**config.mk**
```make
export PLATFORM = sky130hd
export DESIGN_NAME = pulse_timer
export DESIGN_NICKNAME = d
export VERILOG_FILES = /design/src/rtl/pt_pkg.sv /design/src/rtl/pt_edge_det.sv /design/src/rtl/pt_counter.sv /design/src/rtl/pulse_timer.sv
export SDC_FILE = /design/constraint.sdc
export NUM_CORES = 1
export LEC_CHECK = 0
export BUFFER_PORTS_ARGS = -buffer_cell sky130_fd_sc_hd__buf_2
export CAP_MARGIN = 5
export CORE_MARGIN = 3
export CORE_UTILIZATION = 54
export DETAILED_ROUTE_END_ITERATION = 7
export GPL_TIMING_DRIVEN = 0
export PLACE_DENSITY = 0.8
export SLEW_MARGIN = 25
export SYNTH_ARGS = -nofsm -noshare
export SYNTH_HDL_FRONTEND = slang
export SYNTH_HIERARCHICAL = 1
export SYNTH_SLANG_ARGS = --single-unit
export TNS_END_PERCENT = 5
```
**constraint.sdc**
```tcl
create_clock -name clk -period 1.66 [get_ports clk]
set_input_delay 0.166 -clock clk [delete_from_list [all_inputs] [get_ports clk]]
set_output_delay 0.166 -clock clk [all_outputs]
set_load 0.01 [all_outputs]
```
**src/rtl/pt_pkg.sv**
```systemverilog
package pt_pkg;
    localparam int ADDR_W = 3;

    typedef enum logic [ADDR_W-1:0] {
        REG_CTRL = 3'd0,
        REG_MODE = 3'd1,
        REG_CMP1 = 3'd2,
        REG_CMP2 = 3'd3,
        REG_CAP1 = 3'd4,
        REG_CAP2 = 3'd5,
        REG_FLAG = 3'd6,
        REG_CNT  = 3'd7
    } reg_addr_e;

    localparam int B_LVL1  = 0;
    localparam int B_LVL2  = 1;
    localparam int B_FRC1  = 2;
    localparam int B_FRC2  = 3;
    localparam int B_OE1   = 4;
    localparam int B_OE2   = 5;
    localparam int B_EDGE1 = 6;
    localparam int B_EDGE2 = 7;
    localparam int B_CAPIE = 8;
    localparam int B_CMPIE = 9;

    localparam int B_OPM = 0;
    localparam int B_PWM = 1;

    localparam int N_FLAGS = 4;
    localparam int F_CAP1  = 0;
    localparam int F_CAP2  = 1;
    localparam int F_CMP1  = 2;
    localparam int F_CMP2  = 3;
endpackage

```
**src/rtl/pt_edge_det.sv**
```systemverilog
module pt_edge_det #(
    parameter int STAGES = 2
) (
    input  logic clk,
    input  logic rst_n,
    input  logic pin_i,
    input  logic rise_sel_i,
    output logic edge_o
);
    localparam int DEPTH = STAGES + 1;

    logic [DEPTH-1:0] sh_d, sh_q;

    always_comb begin
        sh_d = {sh_q[DEPTH-2:0], pin_i};
    end

    always_ff @(posedge clk or negedge rst_n) begin
        if (!rst_n) sh_q <= '0;
        else        sh_q <= sh_d;
    end

    logic cur_w, prev_w;
    assign cur_w  = sh_q[STAGES-1];
    assign prev_w = sh_q[STAGES];
    assign edge_o = rise_sel_i ? (cur_w & ~prev_w) : (~cur_w & prev_w);
endmodule

```
**src/rtl/pt_counter.sv**
```systemverilog
module pt_counter #(
    parameter int W = 16
) (
    input  logic         clk,
    input  logic         rst_n,
    input  logic         load_i,
    input  logic [W-1:0] load_val_i,
    output logic [W-1:0] cnt_o
);
    logic [W-1:0] cnt_d, cnt_q;

    always_comb begin
        if (load_i) cnt_d = load_val_i;
        else        cnt_d = cnt_q + 1'b1;
    end

    always_ff @(posedge clk or negedge rst_n) begin
        if (!rst_n) cnt_q <= '0;
        else        cnt_q <= cnt_d;
    end

    assign cnt_o = cnt_q;
endmodule

```
**src/rtl/pulse_timer.sv**
```systemverilog
module pulse_timer #(
    parameter int CNT_W       = 16,
    parameter int SYNC_STAGES = 2
) (
    input  logic                     clk,
    input  logic                     rst_n,
    input  logic                     wr_en,
    input  logic [pt_pkg::ADDR_W-1:0] wr_addr,
    input  logic [CNT_W-1:0]         wr_data,
    input  logic [pt_pkg::ADDR_W-1:0] rd_addr,
    output logic [CNT_W-1:0]         rd_data,
    input  logic                     cap1_in,
    input  logic                     cap2_in,
    output logic                     cmp1_out,
    output logic                     cmp2_out,
    output logic                     irq
);
    import pt_pkg::*;

    localparam int N_CH = 2;
    localparam logic [CNT_W-1:0] RELOAD_CNT = {CNT_W{1'b1}} - 3;
    localparam logic [CNT_W-1:0] RELOAD_CAP = RELOAD_CNT + 1'b1;

    typedef struct packed {
        logic             lvl1;
        logic             lvl2;
        logic             oe1;
        logic             oe2;
        logic             edge1;
        logic             edge2;
        logic             cap_ie;
        logic             cmp_ie;
        logic             opm_en;
        logic             pwm_en;
        logic [CNT_W-1:0] cmp1;
        logic [CNT_W-1:0] cmp2;
        logic [CNT_W-1:0] cap1;
        logic [CNT_W-1:0] cap2;
        logic [N_FLAGS-1:0] flags;
        logic             pin1;
        logic             pin2;
    } state_t;

    state_t st_d, st_q;

    // edge detection per capture channel
    logic [N_CH-1:0] cap_pin_w;
    logic [N_CH-1:0] cap_sel_w;
    logic [N_CH-1:0] cap_edge;

    assign cap_pin_w = {cap2_in, cap1_in};
    assign cap_sel_w = {st_q.edge2, st_q.edge1};

    for (genvar g = 0; g < N_CH; g++) begin : g_edge
        pt_edge_det #(.STAGES(SYNC_STAGES)) u_edge (
            .clk        (clk),
            .rst_n      (rst_n),
            .pin_i      (cap_pin_w[g]),
            .rise_sel_i (cap_sel_w[g]),
            .edge_o     (cap_edge[g])
        );
    end

    // counter
    logic             opm_act;
    logic             cnt_load;
    logic [CNT_W-1:0] cnt_q;

    assign opm_act  = st_q.opm_en & ~st_q.pwm_en;
    assign cnt_load = opm_act & cap_edge[0];

    pt_counter #(.W(CNT_W)) u_cnt (
        .clk        (clk),
        .rst_n      (rst_n),
        .load_i     (cnt_load),
        .load_val_i (RELOAD_CNT),
        .cnt_o      (cnt_q)
    );

    // register-side decode
    logic wr_ctrl, wr_mode, wr_cmp1, wr_cmp2, wr_flag;
    logic force_ok, frc1, frc2;
    logic match1, match2;
    logic [N_FLAGS-1:0] flag_set, flag_clr;

    always_comb begin
        wr_ctrl  = wr_en && (wr_addr == REG_CTRL);
        wr_mode  = wr_en && (wr_addr == REG_MODE);
        wr_cmp1  = wr_en && (wr_addr == REG_CMP1);
        wr_cmp2  = wr_en && (wr_addr == REG_CMP2);
        wr_flag  = wr_en && (wr_addr == REG_FLAG);
        force_ok = ~st_q.opm_en & ~st_q.pwm_en;
        frc1     = wr_ctrl & wr_data[B_FRC1] & force_ok;
        frc2     = wr_ctrl & wr_data[B_FRC2] & force_ok;
        match1   = (cnt_q == st_q.cmp1);
        match2   = (cnt_q == st_q.cmp2);
    end

    always_comb begin
        st_d     = st_q;
        flag_set = '0;
        flag_clr = wr_flag ? wr_data[N_FLAGS-1:0] : '0;

        // capture channel 1: ordinary capture or one-pulse restart
        if (cap_edge[0]) begin
            st_d.cap1        = opm_act ? RELOAD_CAP : cnt_q;
            flag_set[F_CAP1] = 1'b1;
        end
        // capture channel 2 always captures
        if (cap_edge[1]) begin
            st_d.cap2        = cnt_q;
            flag_set[F_CAP2] = 1'b1;
        end

        if (match1 && !opm_act) flag_set[F_CMP1] = 1'b1;
        if (match2)             flag_set[F_CMP2] = 1'b1;

        st_d.flags = (st_q.flags & ~flag_clr) | flag_set;

        // output 1 pin state
        if (st_q.pwm_en) begin
            st_d.pin1 = st_q.pin1;
        end else if (opm_act) begin
            if (cap_edge[0])  st_d.pin1 = st_q.lvl2;
            else if (match1)  st_d.pin1 = st_q.lvl1;
        end else if (frc1) begin
            st_d.pin1 = wr_data[B_LVL1];
        end else if (match1) begin
            st_d.pin1 = st_q.lvl1;
        end

        // output 2 pin state
        if (st_q.pwm_en || opm_act) begin
            st_d.pin2 = st_q.pin2;
        end else if (frc2) begin
            st_d.pin2 = wr_data[B_LVL2];
        end else if (match2) begin
            st_d.pin2 = st_q.lvl2;
        end

        // register writes
        if (wr_ctrl) begin
            st_d.lvl1   = wr_data[B_LVL1];
            st_d.lvl2   = wr_data[B_LVL2];
            st_d.oe1    = wr_data[B_OE1];
            st_d.oe2    = wr_data[B_OE2];
            st_d.edge1  = wr_data[B_EDGE1];
            st_d.edge2  = wr_data[B_EDGE2];
            st_d.cap_ie = wr_data[B_CAPIE];
            st_d.cmp_ie = wr_data[B_CMPIE];
        end
        if (wr_mode) begin
            st_d.opm_en = wr_data[B_OPM];
            st_d.pwm_en = wr_data[B_PWM];
        end
        if (wr_cmp1) st_d.cmp1 = wr_data;
        if (wr_cmp2) st_d.cmp2 = wr_data;
    end

    always_ff @(posedge clk or negedge rst_n) begin
        if (!rst_n) st_q <= '0;
        else        st_q <= st_d;
    end

    // read mux
    always_comb begin
        rd_data = '0;
        case (rd_addr)
            REG_CTRL: begin
                rd_data[B_LVL1]  = st_q.lvl1;
                rd_data[B_LVL2]  = st_q.lvl2;
                rd_data[B_OE1]   = st_q.oe1;
                rd_data[B_OE2]   = st_q.oe2;
                rd_data[B_EDGE1] = st_q.edge1;
                rd_data[B_EDGE2] = st_q.edge2;
                rd_data[B_CAPIE] = st_q.cap_ie;
                rd_data[B_CMPIE] = st_q.cmp_ie;
            end
            REG_MODE: begin
                rd_data[B_OPM] = st_q.opm_en;
                rd_data[B_PWM] = st_q.pwm_en;
            end
            REG_CMP1: rd_data = st_q.cmp1;
            REG_CMP2: rd_data = st_q.cmp2;
            REG_CAP1: rd_data = st_q.cap1;
            REG_CAP2: rd_data = st_q.cap2;
            REG_FLAG: rd_data[N_FLAGS-1:0] = st_q.flags;
            REG_CNT:  rd_data = cnt_q;
            default:  rd_data = '0;
        endcase
    end

    assign cmp1_out = st_q.oe1 & st_q.pin1;
    assign cmp2_out = st_q.oe2 & st_q.pin2;
    assign irq = (st_q.cap_ie & (st_q.flags[F_CAP1] | st_q.flags[F_CAP2])) |
                 (st_q.cmp_ie & (st_q.flags[F_CMP1] | st_q.flags[F_CMP2]));

    // assertions
    AST_CNT_STEP: assert property (@(posedge clk) disable iff (!rst_n)
        !(opm_act && cap_edge[0]) |=> cnt_q == $past(cnt_q) + 1'b1);

    AST_OPM_RELOAD: assert property (@(posedge clk) disable iff (!rst_n)
        (opm_act && cap_edge[0]) |=> (cnt_q == RELOAD_CNT && st_q.cap1 == RELOAD_CAP && st_q.flags[F_CAP1]));

    AST_OPM_NO_CMPF1: assert property (@(posedge clk) disable iff (!rst_n)
        (opm_act && !st_q.flags[F_CMP1]) |=> !st_q.flags[F_CMP1]);

    AST_FORCE_NO_FLAG: assert property (@(posedge clk) disable iff (!rst_n)
        (frc1 && !match1 && !st_q.flags[F_CMP1]) |=> !st_q.flags[F_CMP1]);

    AST_PWM_HOLD: assert property (@(posedge clk) disable iff (!rst_n)
        st_q.pwm_en |=> (st_q.pin1 == $past(st_q.pin1) && st_q.pin2 == $past(st_q.pin2)));

    AST_SET_WINS: assert property (@(posedge clk) disable iff (!rst_n)
        cap_edge[1] |=> st_q.flags[F_CAP2]);
endmodule

```
## Word-level counts from Yosys, hierarchy flattened

Cells that the tools add are included.

- Add/subtract/negate cells: 1
- Equality and inequality tests: 13
- Multiplexer cells: 19
- Bitwise operators: 28
- Reductions and logical operators: 12

Operators with widths:

| operator | number |
|---|---|
| $pmux 6 s6 | 1 |
| $eq 16x16->1 | 2 |
| $mux 16 | 2 |
| $pmux 6 s5 | 1 |
| $add 16x1->16 const B | 1 |
| $pmux 2 s8 | 1 |
| $and 1x1->1 | 15 |
| $eq 3x3->1 const B | 5 |
| $eq 3x2->1 const B | 4 |
| $mux 1 | 12 |
| $pmux 2 s6 | 1 |
| $not 1->1 | 7 |
| $eq 3x1->1 const B | 2 |
| $logic_and 1x1->1 | 6 |
| $logic_not 3->1 | 2 |
| $and 4x4->4 | 1 |
| $mux 4 | 1 |
| $not 4->4 | 1 |
| $or 4x4->4 | 1 |
| $or 1x1->1 | 3 |
| $reduce_and 2->1 | 1 |
| $reduce_bool 2->1 | 1 |
| $logic_not 1->1 | 1 |
| $logic_or 1x1->1 | 1 |

- Register bits: 102
- Input bits: 27
- Output and inout bits: 19
- Word-level logic and storage cells: 93

## Longest topological paths before layout

- Depth in word-level cells: 6
- Depth in mapped cells: 9
- Depth with buffers taken out: 6

## Modules after synthesis

The synthesis kept the hierarchy.

By module, submodules not included:

| module | instances | cells an instance | area each (um^2) | seq. area each (um^2) |
|---|---|---|---|---|
| pulse_timer | 1 | 371 | 4236.6 | 2001.9 |
| pt_counter | 1 | 88 | 884.6 | 400.4 |
| pt_edge_det | 2 | 6 | 97.6 | 75.1 |

## Least setup slack after synthesis

OpenSTA, ideal clock, no wires.

- Path kind: register -> register
- From: register g_edge[0].u_edge.sh_q[1]
- To: register u_cnt.cnt_q[10], in the netlist u_cnt/cnt_o[10]
- Library setup time: 0.077 ns
- Data arrival time: 1.673 ns
- Required time: 1.583 ns
- Slack: -0.090 ns
- Stages on the path, launching flop included: 10
- Buffers on the path: 3
- Clock period less this slack: 1.750 ns
- Path through: dfrtp_1 -> nand2b_1 -> o21ai_2 -> clkbuf_1 -> inv_1 -> nor2_1 -> buf_6 -> clkbuf_1 -> nand2_1 -> o21ai_1

- Word-level cells in the longest chain between the ends: 5
- Elaborated cells between the ends (all ways): 6
- Classes of those cells: mux (2); bitwise (4)

Ends and longest elaborated chain:

| element | line | source |
|---|---|---|
| start: declaration | pt_edge_det.sv:12 | `logic [DEPTH-1:0] sh_d, sh_q;` |
| start signal: assignment | pt_edge_det.sv:19 | `if (!rst_n) sh_q <= '0;` |
| start signal: assignment | pt_edge_det.sv:20 | `else sh_q <= sh_d;` |
| $not 1->1 | pt_edge_det.sv:26 | `assign edge_o = rise_sel_i ? (cur_w & ~prev_w) : (~cur_w & prev_w);` |
| $and 1x1->1 | pt_edge_det.sv:26 |  |
| $mux 1 * | pt_edge_det.sv:26 |  |
| named net cap_edge[0] | pulse_timer.sv:49 | `logic [N_CH-1:0] cap_edge;` |
| $and 1x1->1 * | pulse_timer.sv:70 | `assign cnt_load = opm_act & cap_edge[0];` |
| named net cnt_load | pulse_timer.sv:66 | `logic cnt_load;` |
| $mux 16 * | pt_counter.sv:13 | `if (load_i) cnt_d = load_val_i;` |
| named net u_cnt.cnt_d[10] | pt_counter.sv:10 | `logic [W-1:0] cnt_d, cnt_q;` |
| end signal: assignment | pt_counter.sv:19 | `else cnt_q <= cnt_d;` |
| end: declaration | pt_counter.sv:10 |  |

The timed path passes the listed nets; every way through them passes the cells marked *.
A chain may end at the register's enable or synchronous reset.

## Final worst setup path

- From: register u_cnt.cnt_q[0], in the netlist u_cnt/cnt_o[0]
- To: register st_q[1] in the netlist's numbering

- Word-level cells in the longest chain between the ends: 4
- Elaborated cells between the ends (all ways): 5
- Classes of those cells: eq/ne (1); mux (4)

Ends and longest elaborated chain:

| element | line | source |
|---|---|---|
| $eq 16x16->1 * | pulse_timer.sv:95 | `match1 = (cnt_q == st_q.cmp1);` |
| $mux 1 * | - |  |
| $mux 1, on equally long branches | - |  |
| $mux 1 * | - |  |
| end signal: assignment | pulse_timer.sv:162 | `else st_q <= st_d;` |
| end: declaration | pulse_timer.sv:44 | `state_t st_d, st_q;` |

Mark *: on every way between the ends. The rest lies on a longest branch, timed or not.

==> summary.md <==
| Metric | Value |
|---|---|
| Status | `finished, violations left` |
| Failing checks | `setup timing` |
| Clock transition at path regs | `around 0.10 ns` |
| Clock buffer depth | `2` |
| CP Capture Point | `st_q[1]$_DFFE_PN0N_` |
| Worst Reg-to-Reg Cells | `6` |
| Most common cell after layout, fill and taps aside | `dfrtp_1` |
| # clock sinks | `between 100 and 150` |
| Worst R2R Start | `u_cnt/cnt_o[0]$_DFF_PN0_` |
| Met1 Use GR | `34.6%` |
| CTS Root Buffer Type | `clkbuf_8` |
| Fill count | `652` |
| Setup ws final | `-0.163 ns` |
| RSZ-0062 raised after global routing | `yes` |
| Cells after DPL | `660` |
| Global-route wire length before repair | `approximately 24000 um` |
| Worst Skew | `0.0110 ns` |
| Peak VDD IR | `0.000837 V` |
| Nets | `just over 600` |
| Initial antenna violation count | `0` |
| Clock latency on the worst-skew pair | `0.37 ns` |
| CTS tree | `yes` |
| Main synth FF type | `dfrtp_1` |
| Worst hold margin | `between 0.015 and 0.02 ns` |
| Simple-Gate Fraction of Synth Area | `11.5%` |
| Gr ovfl total | `0` |
| Pwr Density | `1530 nW/um^2` |
| Die span in x | `105 um` |
| Die Ht | `105 um` |
| # DRC | `0` |
| Multiplexer share of the synthesized area | `16.9%` |
| Maxcap violations | `0` |
| Cell Rows | `35` |
| Sequential share of the synthesized area | `approximately 48%` |
| Finished Cell Area | `approximately 6500 um^2` |
| Kind of critical path | `reg -> reg` |
| Routed WL | `about 16000 um` |
| FF-to-FF End | `st_q[1]$_DFFE_PN0N_` |
| Start point of the critical path | `u_cnt/cnt_o[0]$_DFF_PN0_` |
| Post-place instance area | `5790 um^2` |
| Syn Area/Cell | `11.3 um^2` |
| Complex-gate fraction of the synthesized area | `between 10 and 15%` |
| Cell variety after synth | `53` |
| Total die area | `around 11000 um^2` |
| Final hold vios | `0` |
| P&R area growth vs syn | `23.0%` |
| Met2 Track Usage GR | `around 44%` |
| DRT Pass-1 Iters | `8` |
| Asr flop ratio synth | `100%` |
| Worst Hold Class | `in -> reg` |
| Slew @ Worst Pin | `between 0.6 and 0.7 ns` |
| GRT busiest layer | `met2` |
| Synth warn | `6` |
| Largest net degree at the start of global routing | `53` |
| Critical Path Start Type | `flip-flop` |
| FF-to-FF setup slack | `-0.16 ns` |
| Rel. slew slack | `56.1%` |
| Total power | `between 9 and 10 mW` |
| Antenna-violating nets left | `0` |
| Syn Inst Count | `around 470` |
| Crit path time final | `1.82 ns` |
| Tot GR Track Use | `27.4%` |
| Critical path required time | `1.98 ns` |
| Antenna cells | `0` |
| CTS Buf Count | `9` |
| Vias per cell | `6.25` |
| Xor/xnor share of the synthesized area | `roughly 7.6%` |
| Post-synth top area share | `48.0%` |
| Critical Path Fanout Max | `6` |
| CORE AREA | `9420 um^2` |
| I/O Buffers | `45` |
| H-Tree Level Count | `3` |
| Placed wire-length estimate | `approximately 10000 um` |
| Setup crit end kind | `flip-flop` |
| RD Place Congestion | `0.927` |
| Vias in the first global route | `4500` |
| Yosys reg bits | `102` |
| Fin crit share | `110%` |
| Most frequent cells in the layout | `dfrtp_1, mux2_2, buf_2, xnor2_1, buf_4` |
| Routed via count | `roughly 4400` |
| Max-slew violation count | `0` |
| WL/cell | `between 20 and 25 um` |
| Max Freq | `548 MHz` |
| Adder-cell area share of the yosys netlist | `less than 1%` |
| Number of flops mapped to enable cells by yosys | `0` |
| Leakage | `2.79 nW` |
| Layout cells sized above 1 | `a little over two fifths` |
| DR iter-0 viols | `roughly 440` |
| Leading area contributor after synthesis | `dfrtp_1` |
| Synth area leaders | `dfrtp_1, mux2_2, xnor2_1` |
| Io pins | `46` |
| Final cell count without fillers | `between 700 and 800` |
| Initial core utilization | `56.5%` |
| Largest family of logic cells by synthesized area | `multiplexers` |
| Arr. time, crit path | `about 2.2 ns` |
| Post-route setup TNS | `-1.60 ns` |
| Endpoints failing setup | `20` |
| Met3 Use GR | `around 6.8%` |
| Netlist Area Pre-Place | `between 5000 and 6000 um^2` |
-- layer usage --
layer	up-vias	wire, um
li1	1922	-
met1	2174	5900
met2	261	7370
met3	82	1500
met4	0	764
met5	-	0
-- report_power, final --
| group | internal, mW | total, mW | switching [mW] |
|---|---|---|---|
| Combinational | 2.07 | 3.89 | 1.83 |
| Clock | 0.855 | 1.74 | 0.890 |
| Sequential | 3.34 | 4.34 | 1.00 |
-- worst max-delay path: stages (launching register included) --
cell and delay, ns:
dfrtp_2 0.49, xnor2_2 0.22, nand4_1 0.21, nor4_4 0.30, buf_4 0.19, mux2i_1 0.22
a32o_2 0.15
-- sequential cells by signal, indices dropped and copies added (netlist names) --
name and count:
cap_sel_w 2, g_edge.u_edge/sh_q 6, u_cnt/cnt_o 16, st_q 78
-- cells in the mapped netlist, types with 5 or more instances --
master	number
nor2_1	18
a21oi_1	15
mux2i_1	10
clkbuf_1	13
xor2_1	5
nor3_1	6
inv_1	9
nand3_1	9
a221oi_1	17
nand2_1	34
o21ai_1	11
nand4_1	12
dfrtp_1	102
nor4_2	5
o22a_1	15
buf_2	10
o21ai_0	16
mux2_2	63
mux2_1	8
xnor2_1	41
-- worst min path at each step --
stage	start	end	slack [ns]	depth (start not counted)
CTS	wr_data[11]	st_q[65]$_DFFE_PN0P_	0.01	2
finish	wr_data[11]	st_q[65]$_DFFE_PN0P_	0.02	2
floorplan	rst_n	cap_sel_w[0]$_DFFE_PN0N_	-0.13	0
detailed placement	rst_n	g_edge[0].u_edge/sh_q[0]$_DFF_PN0_	0.14	1
global placement	cap1_in	g_edge[0].u_edge/sh_q[0]$_DFF_PN0_	0.27	1
global route	wr_data[10]	st_q[64]$_DFFE_PN0P_	0.02	2
-- area by class of cell --
class | count | area [um^2] | area share, %
Inverter | 10 | 38.8 | 0.593
Multi-Input combinational cell | 348 | 2860 | 43.8
Clock inverter | 7 | 95.1 | 1.45
Clock buffer | 9 | 124 | 1.89
Sequential cell | 102 | 2570 | 39.4
Buffer | 23 | 140 | 2.14
Timing Repair Buffer | 82 | 542 | 8.29
Tap cell | 129 | 161 | 2.47
-- through the flow --
| step | worst slack [ns] | utilization (%) |
|---|---|---|
| 2_1_floorplan | -0.0601 | - |
| 3_3_place_gp | -0.633 | 61.1 |
| 3_5_place_dp | -0.578 | 61.5 |
| 4_1_cts | -0.128 | 67.0 |
| 5_1_grt | -0.214 | 69.4 |
| 6_report | -0.163 | 69.4 |
-- cell families after synthesis --
family,Yosys count
simple gates,108
flops,102
compound gates,96
mux,81
xor+xnor,46
buf+inv,35
other cells,2
fa+ha+maj,1
-- repair_timing --
item | 4_1_cts | 5_1_grt
cloned | 0 | 0
resized for setup | 51 | 30
buffers inserted | 18 | 15
hold endpoints to repair | 52 | 0
pin swaps | 5 | 12
hold buffers | 3 | 0
endpoints found under the setup margin | 61 | 51
(Power assumes the default switching activity.)
